**src/rtl/coinc_trigger.sv**
```systemverilog
module coinc_trigger #(
  parameter int NCH      = 4,
  parameter int WIN_W    = 4,
  parameter int LVL_W    = 3,
  parameter int CFG_W    = 32,
  parameter int MASK_LSB = 0,
  parameter int WIN_LSB  = 20,
  parameter int LVL_LSB  = 24
) (
  input  logic             clk,
  input  logic             rst_n,
  input  logic [CFG_W-1:0] cfg_word,
  input  logic [NCH-1:0]   self_trig,
  output logic             trig_out
);
  localparam int CNT_W = $clog2(NCH + 1);

  logic [CFG_W-1:0]          cfg_q;
  logic [NCH-1:0]            prev_q;
  logic [NCH-1:0]            edge_q;
  logic [NCH-1:0][WIN_W-1:0] cnt;
  logic [NCH-1:0]            act;
  logic [CNT_W-1:0]          nact;
  logic                      over, over_q;

  wire [NCH-1:0]   en  = cfg_q[MASK_LSB +: NCH];
  wire [WIN_W-1:0] win = cfg_q[WIN_LSB +: WIN_W];
  wire [LVL_W-1:0] lvl = cfg_q[LVL_LSB +: LVL_W];
  wire             coinc_mode = (lvl != '0);

  always_ff @(posedge clk or negedge rst_n) begin
    if (!rst_n) begin
      cfg_q  <= '0;
      prev_q <= '0;
      edge_q <= '0;
    end else begin
      cfg_q  <= cfg_word;
      prev_q <= self_trig;
      edge_q <= self_trig & ~prev_q & en;
    end
  end

  for (genvar i = 0; i < NCH; i++) begin : g_win
    always_ff @(posedge clk or negedge rst_n) begin
      if (!rst_n)                cnt[i] <= '0;
      else if (edge_q[i])        cnt[i] <= win;
      else if (cnt[i] != '0)     cnt[i] <= cnt[i] - 1'b1;
    end
    assign act[i] = en[i] & (edge_q[i] | (coinc_mode & (cnt[i] != '0)));
  end

  always_comb begin
    nact = '0;
    for (int i = 0; i < NCH; i++) nact = nact + CNT_W'(act[i]);
  end

  assign over = (32'(nact) > 32'(lvl));

  always_ff @(posedge clk or negedge rst_n) begin
    if (!rst_n) begin
      over_q   <= 1'b0;
      trig_out <= 1'b0;
    end else begin
      over_q   <= over;
      trig_out <= over & ~over_q;
    end
  end
endmodule


```
**config.mk**
```make
export PLATFORM = sky130hd
export DESIGN_NAME = coinc_trigger
export DESIGN_NICKNAME = d
export VERILOG_FILES = /design/src/rtl/coinc_trigger.sv
export SDC_FILE = /design/constraint.sdc
export NUM_CORES = 1
export LEC_CHECK = 0
export ABC_AREA = 1
export BUFFER_PORTS_ARGS = -buffer_cell sky130_fd_sc_hd__clkbuf_2
export CAP_MARGIN = 30
export CORE_MARGIN = 2
export CORE_UTILIZATION = 45
export DETAILED_ROUTE_END_ITERATION = 16
export GPL_TIMING_DRIVEN = 0
export HOLD_SLACK_MARGIN = 0.05
export MAX_ROUTING_LAYER = met4
export PLACE_DENSITY = 0.71
export SKIP_CTS_REPAIR_TIMING = 1
export SYNTH_ARGS = -nofsm -noshare
export SYNTH_HDL_FRONTEND = slang
export SYNTH_SLANG_ARGS = --single-unit
```
**constraint.sdc**
```tcl
create_clock -name clk -period 2.5 [get_ports clk]
set_input_delay 0.125 -clock clk [delete_from_list [all_inputs] [get_ports clk]]
set_output_delay 0.125 -clock clk [all_outputs]
set_load 0.005 [all_outputs]
```
==> Word level (Yosys, flattened, before mapping) <==
Cells that the tools add are included.
{ "classes": {"addsub": 7, "n_lt_le_gt_ge": 1, "n_mux": 8, "n_bitwise": 17, "reduce_logical": 9} }
{ "op_table": {"columns": ["cell", "count"], "rows": [
  ["2-to-1 mux 4 bit", 8],
  ["nonzero test 4 bit", 4],
  ["subtractor 4 x 1 -> 4 bit (second input constant)", 4],
  ["bitwise AND 1 bit", 9],
  ["bitwise AND 4 bit", 2],
  ["nonzero test 2 bit", 4],
  ["inverter 4 bit", 1],
  ["bitwise OR 1 bit", 4],
  ["adder 2 x 1 -> 3 bit", 1],
  ["adder 3 x 1 -> 3 bit", 1],
  ["> comparator 3 bit", 1],
  ["nonzero test 3 bit", 1],
  ["adder 1 x 1 -> 2 bit", 1],
  ["inverter 1 bit", 1]
]} }
{ "totals": {"reg_bits": 53, "in_bits": 38, "wordCells": 51} }

==> Longest topological paths before layout <==
{ "depth": {"word_depth": 9, "mapped_depth": 13, "mapped_depth_nobuf": 13} }

==> Worst setup path before layout <==
Ideal clock, no wire load.
{ "synth_timing": {"path_type": "reg-to-reg", "start": "register cnt[0] in the netlist's numbering", "end": "register trig_out", "arrival_time_ns": 2.445, "slack_ns": -0.016, "path_stages_with_launch": 14, "synth_period_minus_slack_ns": 2.516, "path_cell_list": "dfrtp_1 inv_1 ha_1 nand3_2 o211ai_1 fa_1 inv_1 ha_1 ha_1 ha_1 nand2_1 o21ai_0 nand2_1 nor2_1"} }
{ "synth_via": {"elab_chain_cells": 9} }
{ "synth_rtl": {"columns": ["item", "line", "rtl"], "rows": [
  ["start: declaration", "21", "logic [NCH-1:0][WIN_W-1:0] cnt;"],
  ["start signal: indexed assignment", "46", "else if (edge_q[i]) cnt[i] <= win;"],
  ["nonzero test 4 bit", "49", "assign act[i] = en[i] & (edge_q[i] | (coinc_mode & (cnt[i] != '0)));"],
  ["bitwise AND 1 bit", "49", null],
  ["bitwise OR 1 bit", "49", null],
  ["bitwise AND 1 bit", "49", null],
  ["adder 1 x 1 -> 2 bit", "54", "for (int i = 0; i < NCH; i++) nact = nact + CNT_W'(act[i]);"],
  ["adder 2 x 1 -> 3 bit", "54", null],
  ["adder 3 x 1 -> 3 bit", "54", null],
  ["> comparator 3 bit", "57", "assign over = (32'(nact) > 32'(lvl));"],
  ["bitwise AND 1 bit", "65", "trig_out <= over & ~over_q;"],
  ["end signal: assignment", "65", null],
  ["end: declaration", "14", "output logic trig_out"]
]} }
No other way between the ends.
A chain may end at the register's enable or synchronous reset.

==> Worst setup path in the final report <==
{ "layout_timing": {"start": "register cnt[12] in the netlist's numbering", "end": "register trig_out"} }
{ "layout_via": {"elab_chain_cells": 7} }
{ "layout_rtl": {"columns": ["item", "line"], "rows": [
  ["nonzero test 4 bit", "49"],
  ["bitwise AND 1 bit", "49"],
  ["bitwise OR 1 bit", "49"],
  ["bitwise AND 1 bit", "49"],
  ["adder 3 x 1 -> 3 bit", "54"],
  ["> comparator 3 bit", "57"],
  ["bitwise AND 1 bit", "65"]
]} }
No other way between the ends.

==> summary.md <==
| Metric | Value |
|---|---|
| Register share of total power | `41.8%` |
| R2R setup slack | `-0.01 ns` |
| Commonest cells after routing, fill and taps aside | `37 x dfrtp_1, 32 x nor2_1, 26 x nand2_1` |
| Crit path DAT | `2.79 ns` |
| Port buffer count | `17` |
| Final instance area | `0.002121 mm2` |
| Comb pwr share | `42.9%` |
| Layout fillers | `274` |
| Total wire length | `3057 um` |
| Syn Area/Cell | `9.366 um2` |
| DP HPWL | `1922 um` |
| Share of cells above drive strength 1 | `21.66%` |
| H-tree Lvls | `2` |
| Total GRT Usage | `15.53%` |
| Critical Path Start Type | `flop` |
| Total power | `2.083 mW` |
| Num CTS Buffers | `5` |
| Initial core utilization | `47.99%` |
| Critical path class | `flop to flop` |
| Starting DRT DRC Count | `28` |
| #FFs+latches synth | `37` |
| Worst R2R Start | `cnt[12]` |
| Pwr/cell area | `982.0 mW/mm2` |
| Post-synth cell types | `14` |
| Largest net degree at the start of global routing | `38` |
| Worst hold path class | `flop to flop` |
| CTS tree | `built` |
| Die ar. | `0.004141 mm2` |
| Area Growth Syn to Fin | `29.39%` |
| Worst slew pin tran | `0.8883 ns` |
| Internal Power | `1.300 mW` |
| Min-delay src | `prev_q[0]` |
| Register area share after synthesis | `56.49%` |
| Setup WS pre-CTS | `-0.2223 ns` |
| Placed Area | `0.001784 mm2` |
| RSZ-0062 raised after global routing | `yes` |
| Crit path capture type | `flop` |
| Residual DRC count | `0` |
| Final Slew Violations | `0` |
| Global route overflow | `0` |
| Worst Path Required | `2.77 ns` |
| Register area | `925.9 um2` |
| Max-slew headroom | `40.78%` |
| Sw Pwr | `0.7821 mW` |
| Row cnt | `21` |
| Crit path time final | `2.512 ns` |
| Clk sinks | `37` |
| Hold EP | `edge_q[0]` |
| Number of global-route vias before repair | `1109` |
| RD Place Congestion | `0.7976` |
| Total Nets Final | `265` |
| Root Buffer | `clkbuf_4` |
| Final clock skew | `0.01073 ns` |
| Syn Nets | `223` |
| Status | `finished with violations` |
| Routed length per instance | `11.62 um` |
| Clock-pin slew on the worst setup and hold paths | `0.10 ns` |
| Die Height | `64.35 um` |
| Vias | `1265` |
| Multi-input logic area | `739.5 um2` |
| Final period utilization | `100.5%` |
| First-pass GRT wire length | `4761 um` |
| I/O pins | `39` |
| Core ar. | `0.003416 mm2` |
| Commonest non-fill, non-tap cell in the layout | `dfrtp_1` |
| Cell count after synthesis | `175` |
| Final antenna-violating net count | `0` |
| Failing checks | `negative setup slack` |
| Switch share | `37.56%` |
| Ys Warns | `0` |
| LEAKAGE | `1.022 nW` |
| Clock power frac | `15.3%` |
| Final setup fails | `1` |
| Drt pass-1 iters | `4` |
| Crit Reg-Reg Endpoint | `trig_out` |
| Ant diodes | `0` |
| Setup WS post-layout | `-0.01227 ns` |
| Number of max-cap violations | `0` |
| Hold WS | `0.3963 ns` |
| Fmax | `398.0 MHz` |
| Final hold vios | `0` |
| Cells on Worst Hold Path | `1` |
| R2R cell count | `13` |
| Initial antenna violation count | `0` |
| Mean number of vias per cell | `4.810` |
| Worst vdd ir | `0.0005230 V` |
| Skew-Pair Late Insertion Delay | `0.34 ns` |
| Clock Tree Buf Depth | `2` |
| Crit-path max FO | `6` |
| Chip width | `64.35 um` |
| Post-Syn Area | `0.001639 mm2` |
[worst max-delay path, cell delays in order, from the launching register on]
cell,delay [ns]
dfrtp_1,0.38
inv_2,0.06
ha_4,0.17
nand3_4,0.10
o211ai_1,0.13
fa_1,0.55
inv_1,0.05
ha_2,0.19
ha_4,0.22
ha_4,0.26
nand2_2,0.04
o21ai_2,0.12
nand2_1,0.08
nor2_1,0.09
[power groups by stage]
stage | Clock (mW) | Combinational [mW] | Sequential [mW]
CTS | 0.322 | 0.713 | 0.864
global route | 0.352 | 1.06 | 0.893
global placement | 0 | 0.677 | 0.874
floorplan | 0 | 0.569 | 0.851
detailed placement | 0 | 0.706 | 0.875
finish | 0.319 | 0.893 | 0.871
[synthesized netlist by cell type (all sizes together)]
| master | number | area [um2] |
|---|---|---|
| o211ai | 3 | 22.52 |
| inv | 22 | 82.57 |
| dfrtp | 37 | 925.9 |
| o21ai | 25 | 125.1 |
| xor2 | 4 | 35.03 |
| a21oi | 5 | 25.02 |
| nand3 | 9 | 65.06 |
| nor2 | 32 | 120.1 |
| fa | 1 | 20.02 |
| nand2 | 28 | 105.1 |
| ha | 9 | 112.6 |
[flip-flops by register name, indices dropped and copies added, names as in the netlist]
| name | cells |
|---|---|
| cfg_q | 11 |
| trig_out | 1 |
| prev_q | 4 |
| cnt | 16 |
| over_q | 1 |
| edge_q | 4 |
[logic make-up after synthesis]
| family | synth area share [%] |
|---|---|
| fa+ha+maj | 8.092 |
| flops | 56.49 |
| compound gates | 10.53 |
| xor+xnor | 2.137 |
| simple gates | 17.71 |
| buf+inv | 5.038 |
[layout make-up]
type | count | share of cell area, %
Inverter | 22 | 3.894
Sequential cell | 37 | 43.66
Timing Repair Buffer | 35 | 12.27
Multi-Input combinational cell | 116 | 34.87
Clock buffer | 7 | 2.596
Tap cell | 46 | 2.714
[worst max-delay path by stage]
stage / startpoint / to / slack, ns / cells after the start
global placement: cnt[0] / trig_out / -0.17 / 13
finish: cnt[12] / trig_out / -0.01 / 13
CTS: cnt[0] / trig_out / -0.25 / 13
global route: cnt[6] / trig_out / -0.14 / 12
detailed placement: cnt[0] / trig_out / -0.22 / 13
floorplan: cnt[0] / trig_out / 0.01 / 13
[per-stage QoR]
step                setup TNS, ns  instances  utilization (%)
floorplan                       0        175                -
global placement          -0.3068        238            52.23
detailed placement        -0.4016        238            52.23
CTS                       -0.4537        245            53.85
global route              -0.2404        263            62.09
finish                   -0.01227        263            62.09
[per-layer routing]
metal  vias to the layer above  routed length, um  track usage, %
li1                        653                  -               -
met3                         7                111           4.930
met2                        21               1531           22.92
met4                         0                 51           4.787
met1                       584               1363           20.65
met5                         -                  0               -
Power figures use the tool's default switching activity.
